<file path="src/rtl/sg_pkg.sv">
package sg_pkg;

   // Per-cycle operation chosen by the mode tracker.
   typedef enum logic [1:0] {
      OP_FUNC  = 2'd0,
      OP_SHIFT = 2'd1,
      OP_CLEAR = 2'd2
   } sg_op_e;

   function automatic int unsigned sg_chain_len(input int unsigned n_regs,
                                                input int unsigned width);
      return n_regs * width;
   endfunction

endpackage

</file>
<file path="src/rtl/sg_mode_track.sv">
module sg_mode_track
   import sg_pkg::*;
(
   input  logic   clk,
   input  logic   rst_n,
   input  logic   scan_en,
   output sg_op_e op,
   output logic   clr
);

   logic en_prev_q;

   always_ff @(posedge clk or negedge rst_n) begin
      if (!rst_n) en_prev_q <= 1'b0;
      else        en_prev_q <= scan_en;
   end

   always_comb begin
      clr = scan_en ^ en_prev_q;
      if (clr)          op = OP_CLEAR;
      else if (scan_en) op = OP_SHIFT;
      else              op = OP_FUNC;
   end

endmodule

</file>
<file path="src/rtl/sg_chain_seg.sv">
module sg_chain_seg
   import sg_pkg::*;
#(
   parameter int unsigned W = 4
)(
   input  logic         clk,
   input  logic         rst_n,
   input  sg_op_e       op,
   input  logic         load,
   input  logic [W-1:0] d,
   input  logic         sin,
   output logic [W-1:0] q,
   output logic         sout
);

   logic [W-1:0] shifted;

   generate
      if (W == 1) begin : g_one_bit
         assign shifted = sin;
      end else begin : g_multi_bit
         assign shifted = {q[W-2:0], sin};
      end
   endgenerate

   always_ff @(posedge clk or negedge rst_n) begin
      if (!rst_n) begin
         q <= '0;
      end else begin
         unique case (op)
            OP_CLEAR: q <= '0;
            OP_SHIFT: q <= shifted;
            OP_FUNC:  if (load) q <= d;
            default:  q <= '0;
         endcase
      end
   end

   assign sout = q[W-1];

endmodule

</file>
<file path="src/rtl/sg_prot_reg.sv">
module sg_prot_reg
   import sg_pkg::*;
#(
   parameter int unsigned W = 8
)(
   input  logic         clk,
   input  logic         rst_n,
   input  sg_op_e       op,
   input  logic         load,
   input  logic [W-1:0] d,
   output logic [W-1:0] q
);

   always_ff @(posedge clk or negedge rst_n) begin
      if (!rst_n) begin
         q <= '0;
      end else begin
         unique case (op)
            OP_CLEAR: q <= '0;
            OP_FUNC:  if (load) q <= d;
            OP_SHIFT: q <= q;
            default:  q <= '0;
         endcase
      end
   end

endmodule

</file>
<file path="src/rtl/sscan_guard.sv">
module sscan_guard
   import sg_pkg::*;
#(
   parameter int unsigned NUM_REGS = 3,
   parameter int unsigned DATA_W   = 4,
   parameter int unsigned KEY_W    = 8,
   parameter int unsigned ST_W     = 3
)(
   input  logic                         clk,
   input  logic                         rst_n,
   input  logic                         scan_en,
   input  logic                         scan_in,
   input  logic [NUM_REGS*DATA_W-1:0]   func_data,
   input  logic [NUM_REGS-1:0]          func_load,
   input  logic [KEY_W-1:0]             key_data,
   input  logic                         key_load,
   input  logic [ST_W-1:0]              state_next,
   input  logic                         state_load,
   output logic                         scan_out,
   output logic [NUM_REGS*DATA_W-1:0]   reg_q,
   output logic [KEY_W-1:0]             key_q,
   output logic [ST_W-1:0]              state_q,
   output logic                         clr_pulse
);

   localparam int unsigned CHAIN_W = sg_chain_len(NUM_REGS, DATA_W);

   generate
      if (NUM_REGS < 1) begin : g_bad_regs
         $error("sscan_guard: NUM_REGS must be at least 1");
      end
      if (DATA_W < 1) begin : g_bad_width
         $error("sscan_guard: DATA_W must be at least 1");
      end
      if (KEY_W < 1 || ST_W < 1) begin : g_bad_prot
         $error("sscan_guard: KEY_W and ST_W must be at least 1");
      end
      if (CHAIN_W != NUM_REGS * DATA_W) begin : g_bad_len
         $error("sscan_guard: chain length mismatch");
      end
   endgenerate

   sg_op_e op;
   logic   clr;

   sg_mode_track u_mode (
      .clk     (clk),
      .rst_n   (rst_n),
      .scan_en (scan_en),
      .op      (op),
      .clr     (clr)
   );

   // link[i] feeds segment i; link[NUM_REGS] is the chain end.
   logic [NUM_REGS:0] link;
   assign link[0] = scan_in;

   generate
      for (genvar gi = 0; gi < NUM_REGS; gi++) begin : g_seg
         sg_chain_seg #(.W(DATA_W)) u_seg (
            .clk   (clk),
            .rst_n (rst_n),
            .op    (op),
            .load  (func_load[gi]),
            .d     (func_data[gi*DATA_W +: DATA_W]),
            .sin   (link[gi]),
            .q     (reg_q[gi*DATA_W +: DATA_W]),
            .sout  (link[gi+1])
         );
      end
   endgenerate

   sg_prot_reg #(.W(KEY_W)) u_key (
      .clk   (clk),
      .rst_n (rst_n),
      .op    (op),
      .load  (key_load),
      .d     (key_data),
      .q     (key_q)
   );

   sg_prot_reg #(.W(ST_W)) u_state (
      .clk   (clk),
      .rst_n (rst_n),
      .op    (op),
      .load  (state_load),
      .d     (state_next),
      .q     (state_q)
   );

   assign scan_out  = (op == OP_SHIFT) ? link[NUM_REGS] : 1'b0;
   assign clr_pulse = clr;

endmodule

</file>
<file path="config.mk">
export PLATFORM = sky130hd
export DESIGN_NAME = sscan_guard
export DESIGN_NICKNAME = d
export VERILOG_FILES = /design/src/rtl/sg_pkg.sv /design/src/rtl/sg_mode_track.sv /design/src/rtl/sg_chain_seg.sv /design/src/rtl/sg_prot_reg.sv /design/src/rtl/sscan_guard.sv
export SDC_FILE = /design/constraint.sdc
export NUM_CORES = 1
export LEC_CHECK = 0
export BUFFER_PORTS_ARGS = -buffer_cell sky130_fd_sc_hd__buf_4
export CAP_MARGIN = 20
export CORE_MARGIN = 10
export CORE_UTILIZATION = 46
export DETAILED_ROUTE_END_ITERATION = 10
export PLACE_DENSITY = 0.79
export SETUP_SLACK_MARGIN = 0.05
export SLEW_MARGIN = 20
export SYNTH_ARGS = -nofsm -noshare
export SYNTH_HDL_FRONTEND = slang
export SYNTH_HIERARCHICAL = 1
export SYNTH_SLANG_ARGS = --single-unit
</file>
<file path="constraint.sdc">
create_clock -name clk -period 1.93 [get_ports clk]
set_clock_uncertainty 0.15 [all_clocks]
set_input_delay 0.193 -clock clk [delete_from_list [all_inputs] [get_ports clk]]
set_output_delay 0.193 -clock clk [all_outputs]
set_load 0.02 [all_outputs]
</file>
==> results.sh, run 1 <==
export IMPL_outcome="finished clean"
export IMPL_rows=18
export IMPL_timing_final_crit_share_pct=90.5
export IMPL_cts_tree="built"
export IMPL_yosys_warnings=6
export IMPL_switchingPower_mw=0.341
export IMPL_pin_count=57
export IMPL_timing_max_cap_violations=0
export IMPL_dr_pass1_iters=4
export IMPL_slew_headroom_pct=79.0
export IMPL_critPathArrivalTime_ns=1.40
export IMPL_leakagePower_nw=0.868
export IMPL_seq_area_sq_um=601
export IMPL_grt_antenna_before_repair=0
export IMPL_combPwrFrac_pct=30.5
export IMPL_insertion_delay_ns=0.30
export IMPL_start_kind="register"
export IMPL_clockRootBuffer="clkbuf_4"
export IMPL_crit_buf_inv=2
export IMPL_vias_per_cell=5.13
export IMPL_swShare_pct=30.0
export IMPL_yosys_area_top_type_share_pct=47.7
export IMPL_p_per_area_mw_per_mm2=642
export IMPL_synthTopCellsByCount="dfrtp_1, a211oi_1, mux2i_1, nor2b_1"
export IMPL_path_class="reg2out"
export IMPL_wl_per_cell_um=15.8
export IMPL_clock_power_share_pct=18.7
export IMPL_async_flop_share_pct=100
export IMPL_layout_drive_gt1_share_pct=41.1
export IMPL_hold_class="in2reg"
export IMPL_cts_clk_slew_worst_paths_ns=0.13
export IMPL_crit_slowest_cell="dfrtp_1"
export IMPL_cts_buffers=3
export IMPL_ys_ff_latch=24
export IMPL_grt_pass1_vias=1072
export IMPL_power_internal_mw=0.796
export IMPL_ir_drop_mv=0.457
export IMPL_postSynthAreaPerCell_sq_um=11.7
export IMPL_cp_end_kind="output pin"
export IMPL_antennaDiodeCount=0
export IMPL_hpwlAfterDp_um=2390
export IMPL_synth_flop_cell="dfrtp_1"
export IMPL_critPathMaxStageDelay_ns=0.38
export IMPL_path_delay_family="flip-flops"
export IMPL_final_hold_violation_count=0
export IMPL_rsz0062_at_grt="false"
export IMPL_wl_um=3130
export IMPL_worst_hold_slack_ns=0.00560
export IMPL_synth_edf_count=0
export IMPL_gp_congestion=0.680
export IMPL_min_period_ns=1.75
export IMPL_gr_total_overflow=0
export IMPL_die_w_um=72.3
export IMPL_cts_num_sinks=24
export IMPL_io_buffers=56
export IMPL_slew_violations=0
export IMPL_synthCells=108
export IMPL_coreArea_sq_mm=0.00254
export IMPL_grt_pass1_wl_um=5060
export IMPL_grtUsageTotal_pct=11.5
export IMPL_yosysMostFrequentCell="dfrtp_1"
export IMPL_htreeDepth=1
export IMPL_p_seq_share_pct=50.8
export IMPL_post_cts_resized=0
export IMPL_postRouteAntennaNets=0
export IMPL_critPathRequiredTime_ns=1.59
export IMPL_syn_to_final_growth_pct=40.8
export IMPL_setup_violations=0
export IMPL_synth_top_area_cell="dfrtp_1"
export IMPL_syn_area_sq_mm=0.00126
export IMPL_syn_nets=141
export IMPL_grt_max_degree=30
export IMPL_synth_area_leaders="dfrtp_1, nand4bb_1, mux2i_1, a211oi_1, nor2b_1"
export IMPL_crit_top_cell="buf_4"
export IMPL_nFillCells=213
export IMPL_dieArea_sq_mm=0.00523
export IMPL_tightestPinTransition_ns=0.314
export IMPL_start_util_pct=49.5
export IMPL_drt_iter0_drc=37
export IMPL_cp_max_fo=29
export IMPL_clockBufferDepth=2
export IMPL_path_cells="ha_1, buf_4, and3b_1, buf_4"
export IMPL_drcViolationCount=0
export IMPL_multiInputGateArea_sq_um=597
export IMPL_tns_ns=0
export IMPL_dp_cells=189
export IMPL_die_h_um=72.3
export IMPL_via_count=1016
export IMPL_ys_seq_area_share_pct=47.7
export IMPL_fin_nets=203
export IMPL_ys_types=15
export IMPL_final_cells=198
export IMPL_fmax_mhz=572
-- cells by family after synthesis --
family	after synthesis	share of synthesized area [%]
compound gates	23	13.0
fa+ha+maj	1	0.994
buf+inv	11	4.87
flops	24	47.7
mux	12	9.54
simple gates	37	23.9
-- power by group through the flow --
| stage | combinational [mW] | sequential, mW | clock [mW] |
|---|---|---|---|
| after floorplan | 0.145 | 0.628 | 0 |
| after global placement | 0.338 | 0.586 | 0 |
| after detailed placement | 0.342 | 0.588 | 0 |
| after CTS | 0.346 | 0.578 | 0.218 |
| after global routing | 0.377 | 0.585 | 0.244 |
| final | 0.347 | 0.577 | 0.213 |
-- final timing paths --
kind	startpoint	to	slack [ns]	cells past startpoint
worst max-delay path	u_mode/en_prev_q	scan_out	0.18	4
worst min-delay path	key_data[5]	u_key/q[5]	0.006	3
worst max register to register	u_mode/en_prev_q	u_key/q[4]	0.48	4
worst min register to register	u_key/q[3]	u_key/q[3]	0.40	2
max in group asynchronous	rst_n	u_state/q[0]	1.23	2
min in group asynchronous	rst_n	g_seg[1].u_seg/q[3]	0.16	2
-- routing by layer --
metal | GRT usage, % | part of all wire, % | vias up
met5 | 0 | 0 | -
met4 | 2.80 | 0.29 | 0
met3 | 5.58 | 11 | 2
met2 | 17.0 | 43 | 40
met1 | 14.6 | 46 | 467
li1 | - | - | 507
-- worst reg2reg max path, cell delays in order, from the launching register on --
cell and delay, ns:
dfrtp_1 0.38, ha_1 0.17, buf_4 0.21, and2b_4 0.35, o21ai_1 0.09
-- cell usage in the layout (no fill, tap or decap) --
cell and n:
a211oi_1 12, and2b_4 1, and3b_1 1, buf_4 59, clkbuf_4 3, dfrtp_1 24, dlygate4sd3_1 6, ha_1 1
inv_1 3, mux2i_1 12, nand2b_1 11, nand4bb_1 11, nor2b_1 12, nor2b_4 1, o21ai_1 6, o21ai_2 5
-- metrics by stage --
step,setup slack [ns],utilization [%],cell area (sq um),total power [mW]
after CTS,0.179,68.0,1730,1.14
after global placement,0.513,66.4,1690,0.924
final,0.183,69.6,1770,1.14
after detailed placement,0.487,66.4,1690,0.929
after floorplan,0.332,-,1260,0.774
after global routing,0.0935,69.6,1770,1.21
-- registers in the layout, indices dropped and copies added, names as in the netlist --
name              flops
u_state/q             3
g_seg.u_seg/q        12
u_key/q               8
u_mode/en_prev_q      1
-- layout make-up --
| class | instances | area share (%) |
|---|---|---|
| Sequential cell | 24 | 33.9 |
| Multi-Input combinational cell | 73 | 33.7 |
| Timing Repair Buffer | 65 | 28.4 |
| Tap cell | 30 | 2.12 |
| Clock buffer | 3 | 1.27 |
| Inverter | 3 | 0.636 |
-- timing repair --
action / CTS / global route
endpoints found under the hold margin: 25 / 4
hold buffers: 2 / 4
endpoints found under the setup margin: 0 / 0
setup buffers: 0 / 0
(Power assumes the default switching activity.)
==> run 2, diff against run 1 <==
--- a/config.mk
+++ b/config.mk
@@ -5,12 +5,13 @@
 export SDC_FILE = /design/constraint.sdc
 export NUM_CORES = 1
 export LEC_CHECK = 0
+export ABC_AREA = 1
 export BUFFER_PORTS_ARGS = -buffer_cell sky130_fd_sc_hd__buf_4
 export CAP_MARGIN = 20
 export CORE_MARGIN = 10
 export CORE_UTILIZATION = 46
 export DETAILED_ROUTE_END_ITERATION = 10
-export PLACE_DENSITY = 0.79
+export PLACE_DENSITY = 0.78
 export SETUP_SLACK_MARGIN = 0.05
 export SLEW_MARGIN = 20
 export SYNTH_ARGS = -nofsm -noshare
==> run 2 against run 1 <==
  * Non-clock buffer count rose by 8
  * Critical path depth did not move
  * Maximum frequency fell by 0.31%
  * Core utilization rose by 0.77 points
  * Clock power rose by 25%
  * Die area rose by 2.4%
  * Synthesized area rose by 3.4%
  * Wire length rose by 15%
  * Critical endpoint unchanged
  * Largest cell class unchanged
==> results.sh, run 2 <==
export IMPL_outcome="finished clean"
export IMPL_power_internal_mw=0.845
export IMPL_critPathRequiredTime_ns=1.59
export IMPL_cts_buffers=3
export IMPL_hold_class="in2reg"
export IMPL_min_period_ns=1.75
export IMPL_pin_count=57
export IMPL_syn_to_final_growth_pct=47.9
export IMPL_p_per_area_mw_per_mm2=651
export IMPL_dp_cells=257
export IMPL_swShare_pct=32.6
export IMPL_critPathArrivalTime_ns=1.41
export IMPL_clockBufferDepth=2
export IMPL_yosysMostFrequentCell="nand2_1"
export IMPL_io_buffers=56
export IMPL_leakagePower_nw=1.16
export IMPL_gp_congestion=0.773
export IMPL_cp_max_fo=7
export IMPL_grt_pass1_vias=1379
export IMPL_utilization_pct=70.4
export IMPL_coreArea_sq_mm=0.00273
export IMPL_gr_total_overflow=0
export IMPL_grt_pass1_wl_um=6200
export IMPL_rows=19
export IMPL_p_seq_share_pct=46.7
export IMPL_cts_tree="built"
export IMPL_rsz0062_at_grt="false"
export IMPL_timing_max_cap_violations=0
export IMPL_clock_power_share_pct=21.2
export IMPL_postRouteAntennaNets=0
export IMPL_gr_usage_met3_pct=5.71
export IMPL_final_hold_violation_count=0
export IMPL_cts_hold_buf=14
export IMPL_cp_end_kind="output pin"
export IMPL_combPwrFrac_pct=32.1
export IMPL_grtUsageTotal_pct=14.0
export IMPL_drt_iter0_drc=83
export IMPL_syn_nets=205
export IMPL_dr_pass1_iters=5
export IMPL_met2_usage_pct=23.4
export IMPL_finalPower_mw=1.25
export IMPL_fin_nets=278
export IMPL_syn_area_sq_mm=0.00130
export IMPL_wl_um=3600
export IMPL_fmax_mhz=571
export IMPL_busiest_layer="met2"
export IMPL_worst_hold_slack_ns=0.00632
export IMPL_async_flop_share_pct=100
export IMPL_wl_per_cell_um=13.1
export IMPL_cts_num_sinks=24
export IMPL_slew_headroom_pct=79.0
export IMPL_synthCells=172
export IMPL_final_cell_mix="nand2_1, buf_4, nand3_1, dfrtp_1, inv_1"
export IMPL_die_w_um=73.2
export IMPL_path_class="reg2out"
export IMPL_grtUsageMet1_pct=15.8
export IMPL_ys_ff_latch=24
export IMPL_biggestRegsByFlops="g_seg.u_seg/q x12, u_key/q x8, u_state/q x3"
export IMPL_htreeDepth=1
export IMPL_final_cells=276
export IMPL_post_cts_resized=0
export IMPL_slew_violations=0
export IMPL_grt_antenna_before_repair=0
export IMPL_grt_max_degree=25
export IMPL_ys_seq_area_share_pct=46.2
export IMPL_dieArea_sq_mm=0.00536
export IMPL_final_common_cell="nand2_1"
export IMPL_tns_ns=0
export IMPL_synth_edf_count=0
export IMPL_insertion_delay_ns=0.30
export IMPL_via_count=1328
export IMPL_synthTopCellsByCount="nand2_1, nand3_1, dfrtp_1"
export IMPL_vias_per_cell=4.81
export IMPL_layout_drive_gt1_share_pct=30.7
export IMPL_largest_reg_flops=12
export IMPL_switchingPower_mw=0.408
export IMPL_place_ws_ns=0.410
export IMPL_cts_setup_buffers=0
export IMPL_synth_area_leaders="dfrtp_1, nand2_1, nand3_1, inv_1, nand3b_1"
export IMPL_yosys_area_top_type_share_pct=46.2
export IMPL_cts_clk_slew_worst_paths_ns=0.14
export IMPL_ys_types=13
export IMPL_tightestPinTransition_ns=0.314
export IMPL_place_area_sq_mm=0.00175
export IMPL_final_area_sq_mm=0.00192
export IMPL_ir_drop_mv=0.525
export IMPL_max_flop_register="g_seg.u_seg/q"
export IMPL_clockRootBuffer="clkbuf_4"
export IMPL_setup_slack_ns=0.178
export IMPL_hpwlAfterDp_um=2590
export IMPL_start_kind="register"
export IMPL_timing_final_crit_share_pct=90.8
export IMPL_start_util_pct=47.6
export IMPL_synth_top_area_cell="dfrtp_1"
export IMPL_drcViolationCount=0
export IMPL_postSynthAreaPerCell_sq_um=7.57
export IMPL_yosys_warnings=6
export IMPL_synth_flop_cell="dfrtp_1"
export IMPL_die_h_um=73.2
export IMPL_setup_violations=0
==> run 2: worst max-delay path, cell delays in order (launching register included) <==
cell and delay [ns]:
dfrtp_1 0.39, ha_1 0.28, buf_4 0.17, nor2_2 0.11, buf_4 0.15
==> run 2: final timing paths <==
| check | slack, ns | end | cells after the start | startpoint |
|---|---|---|---|---|
| setup / recovery | 0.18 | scan_out | 4 | u_mode/en_prev_q |
| hold reg to reg | 0.37 | u_key/q[6] | 2 | u_key/q[6] |
| setup reg to reg | 0.36 | u_key/q[1] | 5 | u_mode/en_prev_q |
| min in group asynchronous | 0.16 | u_key/q[2] | 2 | rst_n |
| max in group asynchronous | 1.22 | g_seg[1].u_seg/q[0] | 2 | rst_n |
| hold / removal | 0.006 | g_seg[2].u_seg/q[1] | 5 | func_data[9] |
==> run 2: area by class of cell <==
| class | count | area, sq um |
|---|---|---|
| Antenna cell | 1 | 2.50 |
| Clock buffer | 4 | 36.3 |
| Fill cell | 249 | 810 |
| Inverter | 25 | 93.8 |
| Multi-Input combinational cell | 118 | 569 |
| Sequential cell | 24 | 601 |
| Tap cell | 31 | 38.8 |
| Timing Repair Buffer | 73 | 583 |
==> run 2: kinds of logic after synthesis <==
group,synth area share (%)
simple gates,42.8
buf+inv,10.1
flops,46.2
fa+ha+maj,0.961
==> run 2: routing by layer <==
layer | wire, um | up-vias | part of all wire (%)
met4 | 31 | 0 | 0.86
met1 | 1450 | 595 | 40
li1 | - | 674 | -
met3 | 345 | 4 | 9.6
met2 | 1780 | 55 | 49
met5 | 0 | - | 0
==> run 2: power by group through the flow <==
stage | Sequential, mW | Combinational, mW | Clock (mW)
after CTS | 0.585 | 0.405 | 0.274
after global routing | 0.591 | 0.446 | 0.294
final | 0.585 | 0.403 | 0.266
after global placement | 0.594 | 0.379 | 0
after detailed placement | 0.593 | 0.383 | 0
after floorplan | 0.636 | 0.171 | 0
